$ cat config.mk
export PLATFORM = sky130hd
export DESIGN_NAME = gpm_port
export DESIGN_NICKNAME = d
export VERILOG_FILES = /design/src/rtl/gpm_pkg.sv /design/src/rtl/gpm_regs.sv /design/src/rtl/gpm_sync.sv /design/src/rtl/gpm_pin_mux.sv /design/src/rtl/gpm_port.sv
export SDC_FILE = /design/constraint.sdc
export NUM_CORES = 1
export LEC_CHECK = 0
export BUFFER_PORTS_ARGS = -buffer_cell sky130_fd_sc_hd__buf_2
export CORE_MARGIN = 4
export CORE_UTILIZATION = 45
export DETAILED_ROUTE_END_ITERATION = 8
export PLACE_DENSITY = 0.74
export SYNTH_ARGS = -nofsm -noshare
export SYNTH_HDL_FRONTEND = slang
export SYNTH_SLANG_ARGS = --single-unit
$ cat constraint.sdc
create_clock -name clk -period 2.3 [get_ports clk]
set_clock_uncertainty 0.2 [all_clocks]
set_input_delay 0.23 -clock clk [delete_from_list [all_inputs] [get_ports clk]]
set_output_delay 0.23 -clock clk [all_outputs]
set_load 0.05 [all_outputs]
$ cat src/rtl/gpm_pkg.sv
`timescale 1ns/1ps
package gpm_pkg;
   localparam int ADDR_W = 4;

   typedef enum logic [ADDR_W-1:0] {
      RA_FUNC   = 4'd0,
      RA_SEL    = 4'd1,
      RA_DATA   = 4'd2,
      RA_DSET   = 4'd3,
      RA_DCLR   = 4'd4,
      RA_DIR    = 4'd5,
      RA_DIRSET = 4'd6,
      RA_DIRCLR = 4'd7,
      RA_INEN   = 4'd8
   } reg_addr_e;
endpackage

$ cat src/rtl/gpm_regs.sv
`timescale 1ns/1ps
module gpm_regs
   import gpm_pkg::*;
#(
   parameter int PINS    = 16,
   parameter int FN_BITS = 2,
   parameter int DW      = 32
) (
   input  logic                      clk,
   input  logic                      rst_n,
   input  logic                      we,
   input  logic [ADDR_W-1:0]         addr,
   input  logic [DW-1:0]             wdata,
   output logic [PINS-1:0]           fn_en_o,
   output logic [PINS*FN_BITS-1:0]   sel_o,
   output logic [PINS-1:0]           data_o,
   output logic [PINS-1:0]           dir_o,
   output logic [PINS-1:0]           inen_o
);
   localparam int SEL_W = PINS * FN_BITS;

   logic [PINS-1:0]  wbits;
   logic [SEL_W-1:0] wsel;

   assign wbits = wdata[PINS-1:0];
   assign wsel  = wdata[SEL_W-1:0];

   always_ff @(posedge clk or negedge rst_n) begin
      if (!rst_n) begin
         fn_en_o <= '0;
         sel_o   <= '0;
         data_o  <= '0;
         dir_o   <= '0;
         inen_o  <= '0;
      end else if (we) begin
         case (addr)
            RA_FUNC:   fn_en_o <= wbits;
            RA_SEL:    sel_o   <= wsel;
            RA_DATA:   data_o  <= wbits;
            RA_DSET:   data_o  <= data_o | wbits;
            RA_DCLR:   data_o  <= data_o & ~wbits;
            RA_DIR:    dir_o   <= wbits;
            RA_DIRSET: dir_o   <= dir_o | wbits;
            RA_DIRCLR: dir_o   <= dir_o & ~wbits;
            RA_INEN:   inen_o  <= wbits;
            default:   ;
         endcase
      end
   end
endmodule

$ cat src/rtl/gpm_sync.sv
`timescale 1ns/1ps
module gpm_sync #(
   parameter int W      = 16,
   parameter int STAGES = 2
) (
   input  logic         clk,
   input  logic         rst_n,
   input  logic [W-1:0] d,
   output logic [W-1:0] q
);
   generate
      if (STAGES == 1) begin : g_single
         always_ff @(posedge clk or negedge rst_n) begin
            if (!rst_n) q <= '0;
            else        q <= d;
         end
      end else begin : g_chain
         logic [W-1:0] st [STAGES];
         always_ff @(posedge clk or negedge rst_n) begin
            if (!rst_n) begin
               for (int i = 0; i < STAGES; i++) st[i] <= '0;
            end else begin
               st[0] <= d;
               for (int i = 1; i < STAGES; i++) st[i] <= st[i-1];
            end
         end
         assign q = st[STAGES-1];
      end
   endgenerate
endmodule

$ cat src/rtl/gpm_pin_mux.sv
`timescale 1ns/1ps
module gpm_pin_mux #(
   parameter int FN_BITS = 2,
   localparam int NUM_FN = 1 << FN_BITS
) (
   input  logic               fn_en,
   input  logic [FN_BITS-1:0] sel,
   input  logic               gpio_out,
   input  logic               gpio_oe,
   input  logic [NUM_FN-1:0]  fn_out,
   input  logic [NUM_FN-1:0]  fn_oe,
   output logic               pad_out,
   output logic               pad_oe
);
   logic pick_out, pick_oe;

   assign pick_out = fn_out[sel];
   assign pick_oe  = fn_oe[sel];

   always_comb begin
      if (fn_en) begin
         pad_out = pick_out;
         pad_oe  = pick_oe;
      end else begin
         pad_out = gpio_out;
         pad_oe  = gpio_oe;
      end
   end
endmodule

$ cat src/rtl/gpm_port.sv
`timescale 1ns/1ps
module gpm_port
   import gpm_pkg::*;
#(
   parameter int PINS        = 16,
   parameter int FN_BITS     = 2,
   parameter int DW          = 32,
   parameter int SYNC_STAGES = 2,
   localparam int NUM_FN     = 1 << FN_BITS
) (
   input  logic                   clk,
   input  logic                   rst_n,
   input  logic                   bus_we,
   input  logic [3:0]             bus_addr,
   input  logic [DW-1:0]          bus_wdata,
   output logic [DW-1:0]          bus_rdata,
   input  logic [PINS-1:0]        pad_in,
   output logic [PINS-1:0]        pad_out,
   output logic [PINS-1:0]        pad_oe,
   input  logic [NUM_FN*PINS-1:0] fn_dout,
   input  logic [NUM_FN*PINS-1:0] fn_doe,
   output logic [PINS-1:0]        fn_din
);
   localparam int SEL_W = PINS * FN_BITS;

   generate
      if (SEL_W > DW) begin : g_bad_width
         $error("selector field does not fit the data width");
      end
      if (SYNC_STAGES < 1) begin : g_bad_sync
         $error("at least one synchroniser stage is required");
      end
   endgenerate

   logic [PINS-1:0]  fn_en_q, data_q, dir_q, inen_q, sync_q, sampled;
   logic [SEL_W-1:0] sel_q;

   gpm_regs #(.PINS(PINS), .FN_BITS(FN_BITS), .DW(DW)) i_regs (
      .clk     (clk),
      .rst_n   (rst_n),
      .we      (bus_we),
      .addr    (bus_addr),
      .wdata   (bus_wdata),
      .fn_en_o (fn_en_q),
      .sel_o   (sel_q),
      .data_o  (data_q),
      .dir_o   (dir_q),
      .inen_o  (inen_q)
   );

   gpm_sync #(.W(PINS), .STAGES(SYNC_STAGES)) i_sync (
      .clk   (clk),
      .rst_n (rst_n),
      .d     (pad_in),
      .q     (sync_q)
   );

   assign sampled = sync_q & inen_q;
   assign fn_din  = sampled;

   generate
      for (genvar p = 0; p < PINS; p++) begin : g_pin
         logic [NUM_FN-1:0] fo, fe;
         for (genvar f = 0; f < NUM_FN; f++) begin : g_fn
            assign fo[f] = fn_dout[f*PINS+p];
            assign fe[f] = fn_doe[f*PINS+p];
         end
         gpm_pin_mux #(.FN_BITS(FN_BITS)) i_mux (
            .fn_en    (fn_en_q[p]),
            .sel      (sel_q[p*FN_BITS +: FN_BITS]),
            .gpio_out (data_q[p]),
            .gpio_oe  (dir_q[p]),
            .fn_out   (fo),
            .fn_oe    (fe),
            .pad_out  (pad_out[p]),
            .pad_oe   (pad_oe[p])
         );
      end
   endgenerate

   always_comb begin
      bus_rdata = '0;
      case (bus_addr)
         RA_FUNC: bus_rdata = DW'(fn_en_q);
         RA_SEL:  bus_rdata = DW'(sel_q);
         RA_DATA: bus_rdata = DW'((dir_q & data_q) | (~dir_q & sampled));
         RA_DIR:  bus_rdata = DW'(dir_q);
         RA_INEN: bus_rdata = DW'(inen_q);
         default: bus_rdata = '0;
      endcase
   end
endmodule

==> metrics.log, run 1 <==
[metrics] most common cell in the netlist: dfrtp_1
[metrics] DIE AREA: roughly 18000 sq um
[metrics] first-pass GRT wire length: about 34000 um
[metrics] number of diodes added for antenna fixing: 0
[metrics] global placer's final weighted congestion: between 0.7 and 0.8
[metrics] area of the core: roughly 16000 sq um
[metrics] number of sinks on the clock net: 128
[metrics] Main synth FF type: dfrtp_1
[metrics] average instance area after synthesis: 13.0 sq um
[metrics] die boundary height: 135 um
[metrics] CTS H-tree depth: 4
[metrics] initial standard-cell utilization of the core: 45.8%
[metrics] kind of critical path: reg2out
[metrics] leading area contributor after synthesis: dfrtp_1
[metrics] critical path endpoint category: output port
[metrics] Worst EP required: approximately 1.9 ns
[metrics] final instance area: 10000 sq um
[metrics] clock-pin slew reported for the worst setup and hold paths after clock tree synthesis: 0.05 ns
[metrics] number of pins with negative max-slew slack in the final report: 0
[metrics] synth warn: 0
[metrics] fraction of layout instances using a drive strength above 1: 50.6%
[metrics] result of the run: finished, final reports clean
[metrics] switching share of total power: 34.3%
[metrics] share of the synthesized area in the top cell type: around 44%
[metrics] peak clock frequency supported by timing: 443 MHz
[metrics] Synth Register Bits: 128
[metrics] Die Span X: ~130 um
[metrics] Cell Int Power: approximately 6.2 mW
[metrics] Final Critical Period: 2.26 ns
[metrics] number of antenna violations at the first check in global routing: 0
[metrics] setup repair after global routing missed its margin: yes
[metrics] DP Cell Count: 995
[metrics] I/O Pins: 263
[metrics] arrival time reported for the critical path endpoint: between 1.5 and 2 ns
[metrics] worst-case headroom to the max-slew limit: between 40% and 50%
[metrics] TritonCTS clock tree: built
[metrics] antenna-violating nets left: 0
[metrics] CTS Root Buffer Type: clkbuf_16
[metrics] final worst path period share: between 90 and 100%
[metrics] First DRT Iteration DRCs: around 320
[metrics] Overflow after GRT: 0
[metrics] Post-synth ARST share: 100%
[metrics] power density over the cells: 937 nW/um^2
[metrics] IO buf count: 262
[metrics] global-route usage over all layers: between 20% and 30%
[metrics] transition time at the pin with the least slew margin: ~0.75 ns
[metrics] total routed wirelength: 22200 um
[metrics] placed instance area: 8710 sq um
[metrics] Buf+Inv Stages, Crit Path: 1
[metrics] top cells by area, synth: dfrtp_1, mux4_2, mux2_1
[metrics] Unique masters post-synth: 39
[metrics] number of cells produced by synthesis: about 560
[metrics] most common library cells after synthesis: dfrtp_1, mux2_1, mux2_2
[metrics] number of nets in the finished design: 1040
[metrics] startpoint class of the critical path: register
[metrics] fraction of power consumed by combinational cells: 33.3%
[metrics] number of DRC violations after detailed routing: 0
[metrics] netlist area before placement: 7240 sq um
[metrics] critical-path cell list: mux4_2, mux2_2, buf_2
[metrics] total nets after synthesis: 739
[metrics] net switching power of the design: 3.22 mW
[metrics] IR drop worst, VDD: 0.682 mV
[metrics] maximum fanout count along the critical path: 4
[metrics] maximum clock insertion buffer count: 2
[metrics] count of final setup violators: 0
[metrics] vias in the first global route: 6192
[metrics] family with the most delay on the worst path: multiplexers
[metrics] Non-Filler Instances: 1085
[metrics] synth-to-layout area growth: 38.5%
[metrics] sequential element share of the synthesized area: 44.2%
[metrics] proportion of power drawn by the clock network: 32.0%
[metrics] source-to-sink clock delay at the later pin of the worst-skew pair: 0.41 ns
[metrics] Via-to-Cell Ratio: 5.48
[metrics] hold crit path type: in2async
[metrics] standby leakage power: 5.16 nW
[metrics] maximum cell stage delay along the critical path: 0.50 ns
[metrics] Placement Rows: between 40 and 50
[metrics] hold slack final: 0.131 ns
[metrics] slack of the worst reg-to-reg path: 1.00 ns
[metrics] maximum number of pins on one net before global-route repair: 48
[metrics] iteration count of the initial detailed-routing pass: 7
[metrics] Max-Cap Viols: 0
[metrics] proportion of power drawn by flip-flops and latches: 34.7%
[metrics] routed via count: 5950
[metrics] Avg WL per Cell: 20.5 um
[metrics] standard cell with the maximum stage delay on the critical path: mux4_2
[metrics] Inserted Clock Buffers: 17
[metrics] count of flip-flops with a built-in enable after synthesis: 0
[metrics] number of hold violations in the final report: 0
[metrics] HPWL Detailed: 15500 um
[worst paths after layout]
kind,start,endpoint,depth (start not counted)
worst max-delay path,i_regs.sel_o[26]$_DFFE_PN0P_,pad_oe[13],3
worst min-delay path,rst_n,i_sync.q[3]$_DFF_PN0_,2
worst max register to register,i_regs.sel_o[0]$_DFFE_PN0P_,i_regs.sel_o[0]$_DFFE_PN0P_,3
worst min register to register,i_sync.g_chain.st[26]$_DFF_PN0_,i_sync.q[10]$_DFF_PN0_,0
max in group asynchronous,rst_n,i_regs.sel_o[2]$_DFFE_PN0P_,3
min in group clk,i_sync.g_chain.st[26]$_DFF_PN0_,i_sync.q[10]$_DFF_PN0_,0
[registers in the layout (all words and copies together), names as in the netlist]
name               flops
i_regs.data_o         16
i_regs.dir_o          16
i_regs.fn_en_o        16
i_regs.inen_o         16
i_regs.sel_o          32
i_sync.g_chain.st     16
i_sync.q              16
[power groups by stage]
stage          clock network (mW)  logic (mW)  registers [mW]
3_3_place_gp                    0        2.83            3.28
5_1_grt                      3.13        3.31            3.34
2_1_floorplan                   0        2.49            3.06
3_5_place_dp                    0        2.88            3.29
4_1_cts                      3.04        3.01            3.27
6_report                     3.00        3.13            3.26
[stage by stage]
stage	utilization, %	power [mW]	TNS [ns]	setup WS [ns]
3_3_place_gp	55.0	6.11	0	0.0685
5_1_grt	63.4	9.78	-0.0267	-0.0149
2_1_floorplan	-	5.55	0	0.205
4_1_cts	62.7	9.32	0	0.000674
3_5_place_dp	55.0	6.17	0	0.0201
6_report	63.4	9.40	0	0.0442
[timing repair]
action                     4_1_cts  5_1_grt
buffers inserted                 4        6
hold endpoints to repair       199        0
resized for setup               16       37
hold buffers                    49        0
setup endpoints to repair       18       27
[routing by layer]
metal,global-route usage [%],wire length [um],vias up
met2,42.2,11400,284
met3,5.89,1740,28
met4,6.84,373,0
li1,-,-,2687
met1,29.9,8720,2951
met5,0,0,-
[cell type report]
| cell class | count | area, sq um |
|---|---|---|
| fillers | 1227 | 5790 |
| multi-input cells | 360 | 3660 |
| flip-flops and latches | 128 | 3220 |
| repair buffers | 350 | 2220 |
| clock buffers | 21 | 480 |
| well taps | 216 | 270 |
| clock inverters | 10 | 181 |
[cell families after synthesis]
group	after synthesis	share of synthesized area [%]
flops	128	44.2
mux	189	34.1
simple gates	89	7.39
compound gates	82	8.77
buf+inv	68	5.53
[placed cells by master (no fill, tap or decap), types with 17 or more instances in the layout]
master	netlist	final
nand3_1	17	17
dlygate4sd3_1	0	49
mux2i_1	45	45
clkbuf_16	0	17
buf_2	8	241
mux2_2	48	48
buf_4	34	47
mux4_2	32	32
and2_1	34	34
mux2_1	54	54
dfrtp_1	128	116
(Power assumes the default switching activity.)
==> run 2: changes to the inputs <==
Settings changed: BUFFER_PORTS_ARGS -buffer_cell sky130_fd_sc_hd__buf_2 to unset, DONT_BUFFER_PORTS set to 1, PLACE_DENSITY 0.74 to unset.
==> run 2 against run 1 <==
The flow now finishes with violations (hold timing). Final cell count shrank 22%. Sequential cell count is the same. First-iteration DRC count shrank 11%. Routed wire length shrank 6.3%. Count of clock-buffer cells in the layout is the same. Register-to-register slack gained 0.13 ns. Worst hold slack lost 0.81 ns. Largest cell class unchanged. Highest routed layer unchanged.
==> metrics.log, run 2 (same netlist as run 1, synthesis figures left out) <==
[metrics] most frequent standard cell in the layout excluding fill and tap cells: dfrtp_1
[metrics] die boundary height: 135 um
[metrics] CTS Root Buffer Type: clkbuf_16
[metrics] placed instance area: 7970 sq um
[metrics] violated checks: hold timing
[metrics] number of DRC violations after detailed routing: 0
[metrics] most used cells in the layout excluding fill and tap cells: dfrtp_1, mux2_1, dlygate4sd3_1
[metrics] kind of critical path: reg2out
[metrics] hold slack final: -0.684 ns
[metrics] Cell Int Power: about 5.5 mW
[metrics] hold crit path type: in2async
[metrics] HPWL Detailed: 14700 um
[metrics] sum of negative setup slack: 0 ns
[metrics] number of antenna violations at the first check in global routing: 0
[metrics] global-route usage over all layers: 23.4%
[metrics] total area of multi-input combinational cells: 3670 sq um
[metrics] Fill cells: around 1300
[metrics] antenna-violating nets left: 0
[metrics] Inserted Clock Buffers: 17
[metrics] final worst path period share: 97.5%
[metrics] worst-case headroom to the max-slew limit: 49.6%
[metrics] global placer's final weighted congestion: 0.793
[metrics] CTS H-tree depth: 4
[metrics] number of pins with negative max-slew slack in the final report: 0
[metrics] first-pass GRT wire length: 32600 um
[metrics] number of sinks on the clock net: 128
[metrics] Via-to-Cell Ratio: 5.94
[metrics] count of final setup violators: 0
[metrics] Final Critical Period: around 2.2 ns
[metrics] Overflow after GRT: 0
[metrics] number of hold violations in the final report: about 130
[metrics] power density over the cells: 957 nW/um^2
[metrics] I/O Pins: 263
[metrics] number of nets in the finished design: 800
[metrics] Avg WL per Cell: 24.6 um
[metrics] top register by number of flip-flops: i_regs.sel_o
[metrics] final setup slack of the worst path: 0.0583 ns
[metrics] synth-to-layout area growth: 24.9%
[metrics] Core Util, Final: 57.2%
[metrics] net switching power of the design: approximately 3.1 mW
[metrics] flip-flop count of the largest register after layout: 32
[metrics] peak clock frequency supported by timing: approximately 450 MHz
[metrics] IR drop worst, VDD: 0.539 mV
[metrics] clock-pin slew reported for the worst setup and hold paths after clock tree synthesis: 0.06 ns
[metrics] pre-CTS setup slack: ~0.25 ns
[metrics] Placement Rows: 46
[metrics] Worst EP required: approximately 1.9 ns
[metrics] routed via count: approximately 5000
[metrics] maximum number of pins on one net before global-route repair: 129
[metrics] total routed wirelength: 20800 um
[metrics] switching share of total power: 36.2%
[metrics] fraction of power consumed by combinational cells: 32.0%
[metrics] TritonCTS clock tree: built
[metrics] sequential standard cell area: 3210 sq um
[metrics] arrival time reported for the critical path endpoint: between 1.5 and 2 ns
[metrics] vias in the first global route: 5740
[metrics] area of the core: 15800 sq um
[metrics] Max-Cap Viols: 0
[metrics] IO buf count: 0
[metrics] proportion of power drawn by the clock network: about 30%
[metrics] Non-Filler Instances: 846
[metrics] maximum clock insertion buffer count: 2
[metrics] source-to-sink clock delay at the later pin of the worst-skew pair: 0.41 ns
[metrics] setup repair after global routing missed its margin: no
[metrics] First DRT Iteration DRCs: 288
[metrics] proportion of power drawn by flip-flops and latches: between 30% and 40%
[metrics] hold buffer count at cts: a little under 50
[metrics] standby leakage power: 4.21 nW
[metrics] fraction of layout instances using a drive strength above 1: 30.3%
[metrics] transition time at the pin with the least slew margin: 0.756 ns
[metrics] DP Cell Count: about 770
[metrics] final instance area: 9050 sq um
[metrics] startpoint class of the critical path: register
[metrics] iteration count of the initial detailed-routing pass: 4
[metrics] result of the run: complete, but fails checks
[metrics] initial standard-cell utilization of the core: about 46%
[metrics] maximum fanout count along the critical path: 4
[metrics] critical path endpoint category: output port
[metrics] Die Span X: roughly 130 um
[metrics] number of diodes added for antenna fixing: 0
[metrics] DIE AREA: 18200 sq um
[run 2: stage by stage]
stage / hold slack (ns) / power [mW]
after floorplan: -0.266 / 5.55
after global placement: -0.261 / 5.91
after detailed placement: -0.261 / 5.98
after CTS: -0.707 / 8.74
after global routing: -0.709 / 9.04
final: -0.684 / 8.66
[run 2: critical path, cell delays in order (launching register included)]
cell and delay [ns]:
dfrtp_1 0.46, mux4_2 0.52, mux2_2 0.41
[run 2: worst paths after layout]
path | to | cells after the start | startpoint | slack, ns
worst max-delay path | pad_oe[6] | 2 | i_regs.sel_o[12]$_DFFE_PN0P_ | 0.06
worst min-delay path | i_sync.g_chain.st[31]$_DFF_PN0_ | 0 | rst_n | -0.68
worst max register to register | i_regs.data_o[4]$_DFFE_PN0P_ | 2 | i_regs.data_o[4]$_DFFE_PN0P_ | 1.13
worst min register to register | i_sync.q[3]$_DFF_PN0_ | 0 | i_sync.g_chain.st[19]$_DFF_PN0_ | 0.15
max in group asynchronous | i_regs.sel_o[8]$_DFFE_PN0P_ | 0 | rst_n | 2.43
min in group clk | i_regs.data_o[0]$_DFFE_PN0P_ | 3 | bus_we | 0.05
[run 2: timing repair]
item                                   CTS  global route
resized for setup                        3             3
setup endpoints to repair                2             4
setup buffers                            0             0
pin swaps                                0             0
endpoints found under the hold margin  240           128
[run 2: metal layers]
layer | wire (um) | part of all wire (%) | GRT usage [%]
met3 | 1730 | 8.3 | 6.00
met1 | 8180 | 39 | 28.8
met4 | 166 | 0.80 | 7.07
met2 | 10700 | 52 | 40.5
met5 | 0 | 0 | 0
[run 2: power by group through the flow]
| stage | combinational (mW) | clock (mW) | sequential (mW) |
|---|---|---|---|
| 2_1_floorplan | 2.49 | 0 | 3.06 |
| 6_report | 2.77 | 2.62 | 3.27 |
| 5_1_grt | 2.91 | 2.77 | 3.35 |
| 3_3_place_gp | 2.64 | 0 | 3.27 |
| 3_5_place_dp | 2.67 | 0 | 3.30 |
| 4_1_cts | 2.79 | 2.68 | 3.27 |
[run 2: area by class of cell]
type	instances	area share [%]
clock buffer	21	5.09
clock inverter	11	1.26
multi-input combinational	360	40.6
sequential	128	35.4
tap	216	2.99
timing repair buffer	110	14.6
==> run 3: changes to the inputs <==
Settings changed: ABC_AREA set to 1.
==> run 3 against run 2 <==
The flow still finishes with violations (hold timing). Register-to-register slack got worse by 0.34 ns. Critical path depth increased by 4. Sequential share of layout area decreased by 2.8 points. Non-clock buffer count increased by 54. Sequential cell count unchanged. Setup slack improved by 0.091 ns. Count of clock-buffer cells in the layout increased by 3. Final cell count increased by 81%. Core utilization increased by 1.4 points. Worst hold slack got worse by 0.0088 ns. Critical path type is now in2reg. Highest routed layer is now met5.
==> metrics.log, run 3 <==
[metrics] layer with the highest usage after global routing: met2
[metrics] count of flip-flops with a built-in enable after synthesis: 0
[metrics] routed via count: 8016
[metrics] number of pins with negative max-slew slack in the final report: 0
[metrics] Unique masters post-synth: 22
[metrics] Final Critical Period: about 2.2 ns
[metrics] IR drop worst, VDD: 0.554 mV
[metrics] Synth Register Bits: 128
[metrics] flip-flop count of the largest register after layout: 32
[metrics] CTS H-tree depth: 4
[metrics] synth-to-layout area growth: 26.4%
[metrics] Placement Rows: 47
[metrics] total power draw: 8.76 mW
[metrics] CTS Root Buffer Type: clkbuf_16
[metrics] standard cell with the maximum stage delay on the critical path: dlygate4sd3_1
[metrics] Fill cells: 1580
[metrics] average instance area after synthesis: 6.57 sq um
[metrics] peak clock frequency supported by timing: 465 MHz
[metrics] total nets after synthesis: around 1400
[metrics] antenna-violating nets left: 0
[metrics] count of final setup violators: 0
[metrics] I/O Pins: about 260
[metrics] met3 GRT Util: 6.38%
[metrics] violated checks: hold timing
[metrics] total routed wirelength: 27300 um
[metrics] most common cell in the netlist: nand2_1
[metrics] worst r2r src: i_regs.dir_o[3]$_DFFE_PN0P_
[metrics] DIE AREA: 19400 sq um
[metrics] count of buffers added by post-CTS timing repair for setup: 0
[metrics] Core Util, Final: roughly three fifths
[metrics] number of antenna violations at the first check in global routing: 3
[metrics] Die Span X: 139 um
[metrics] maximum number of pins on one net before global-route repair: ~130
[metrics] Overflow after GRT: 0
[metrics] sequential element share of the synthesized area: between 40 and 50%
[metrics] top register by number of flip-flops: i_regs.sel_o
[metrics] vias in the first global route: 7456
[metrics] Inserted Clock Buffers: 17
[metrics] Worst EP required: 2.42 ns
[metrics] number of sinks on the clock net: roughly 130
[metrics] startpoint class of the critical path: input pin
[metrics] clock-pin slew reported for the worst setup and hold paths after clock tree synthesis: 0.05 ns
[metrics] result of the run: complete, but fails checks
[metrics] leading area contributor after synthesis: dfrtp_1
[metrics] fraction of layout instances using a drive strength above 1: 10.9%
[metrics] met1 Resource Use GR: 37.3%
[metrics] kind of critical path: in2reg
[metrics] sum of negative setup slack: 0 ns
[metrics] Post-synth ARST share: 100%
[metrics] Non-Filler Instances: 1533
[metrics] setup repair after global routing missed its margin: no
[metrics] DP Cell Count: 1439
[metrics] initial standard-cell utilization of the core: 46.4%
[metrics] Main synth FF type: dfrtp_1
[metrics] maximum cell stage delay along the critical path: 0.69 ns
[metrics] hold buffer count at cts: 62
[metrics] most used cells in the layout excluding fill and tap cells: nand2_1, nor2_1, inv_1
[metrics] hold crit path type: in2async
[metrics] critical path endpoint category: register
[metrics] iteration count of the initial detailed-routing pass: 6
[metrics] area of the core: 16800 sq um
[metrics] worst-case headroom to the max-slew limit: between 50 and 60%
[metrics] met2 Usage GRT: around 44%
[metrics] Resized Gates After CTS: 0
[metrics] final worst path period share: 93.5%
[metrics] maximum fanout count along the critical path: 6
[metrics] arrival time reported for the critical path endpoint: between 2 and 2.5 ns
[metrics] die boundary height: 139 um
[metrics] standby leakage power: 5.01 nW
[metrics] global placer's final weighted congestion: 0.900
[metrics] maximum clock insertion buffer count: 2
[metrics] number of DRC violations after detailed routing: 0
[metrics] Max-Cap Viols: 0
[metrics] number of hold violations in the final report: 128
[metrics] Register-to-Register Path Depth: 5
[metrics] synth warn: 0
[metrics] global-route usage over all layers: around 28%
[metrics] most common library cells after synthesis: nand2_1, nor2_1, o21ai_0
[metrics] HPWL Detailed: 20200 um
[metrics] top cells by area, synth: dfrtp_1, nand2_1, nor2_1
[metrics] IO buf count: 0
[metrics] number of cells produced by synthesis: around 1200
[metrics] critical-path cell list: dlygate4sd3_1, nand3_1, dlygate4sd3_1, nand2_1, dlygate4sd3_1, inv_1
[metrics] First DRT Iteration DRCs: around 720
[metrics] power density over the cells: 893 nW/um^2
[metrics] hold slack final: -0.693 ns
[metrics] slack of the worst reg-to-reg path: slightly below 0.8 ns
[metrics] Worst path most repeated cell: dlygate4sd3_1
[metrics] endpoint of the lowest-slack register-to-register path: i_regs.dir_o[3]$_DFFE_PN0P_
[metrics] first-pass GRT wire length: between 40000 and 50000 um
[metrics] netlist area before placement: about 7800 sq um
[metrics] Via-to-Cell Ratio: 5.23
[metrics] TritonCTS clock tree: built
[metrics] Avg WL per Cell: 17.8 um
[metrics] share of the synthesized area in the top cell type: around 41%
[metrics] transition time at the pin with the least slew margin: 0.692 ns
[metrics] most frequent standard cell in the layout excluding fill and tap cells: nand2_1
[metrics] number of nets in the finished design: about 1500
[metrics] source-to-sink clock delay at the later pin of the worst-skew pair: 0.42 ns
==> run 3: layout make-up <==
cell class | count | area, sq um | area share (%)
multi-input cells | 838 | 3590 | 36.6
well taps | 220 | 275 | 2.80
clock buffers | 24 | 482 | 4.91
repair buffers | 164 | 1610 | 16.4
flip-flops and latches | 128 | 3200 | 32.6
diodes | 2 | 5.00 | 0.0510
inverters | 151 | 567 | 5.77
clock inverters | 6 | 82.6 | 0.841
==> run 3: metal layers <==
metal	vias to the layer above	routed length, um
met1	3687	11300
met2	374	12800
li1	3911	-
met4	2	653
met3	42	2500
met5	-	13
==> run 3: how the worst max path moves through the flow <==
stage / start / end / slack, ns
2_1_floorplan: bus_addr[2] / bus_rdata[16] / 0.30
3_3_place_gp: bus_addr[2] / bus_rdata[9] / 0.47
3_5_place_dp: bus_addr[2] / bus_rdata[6] / 0.45
4_1_cts: i_regs.sel_o[6]$_DFFE_PN0P_ / bus_rdata[6] / 0.14
5_1_grt: i_regs.sel_o[6]$_DFFE_PN0P_ / bus_rdata[6] / 0.03
6_report: bus_wdata[3] / i_regs.dir_o[3]$_DFFE_PN0P_ / 0.15
==> run 3: power by group <==
| group | switching (mW) | total (mW) | leakage, nW | internal (mW) |
|---|---|---|---|---|
| sequential | 0.417 | 3.06 | 1.54 | 2.64 |
| combinational | 2.08 | 3.07 | 3.20 | 0.992 |
| clock | 0.977 | 2.64 | 0.276 | 1.66 |
==> run 3: worst max-delay path: cells and delay by family <==
| family | cells | cell delay, ns |
|---|---|---|
| buffers and inverters | 4 | 1.86 |
| and+or+nand+nor | 2 | 0.18 |
==> run 3: kinds of logic (layout without fill, tap and decap cells) <==
family,count (synthesis),count (layout),share of synthesized area [%]
AOI/OAI and AO/OA,209,209,14.0
buffers and inverters,217,345,12.5
DFF,128,128,41.2
other,0,2,0
and+or+nand+nor,629,629,32.2
==> run 3: metrics by stage <==
stage	area [sq um]	setup WS [ns]
floorplan	7770	0.297
global placement	8630	0.468
detailed placement	8630	0.449
CTS	9810	0.145
global route	9820	0.0296
finish	9820	0.149
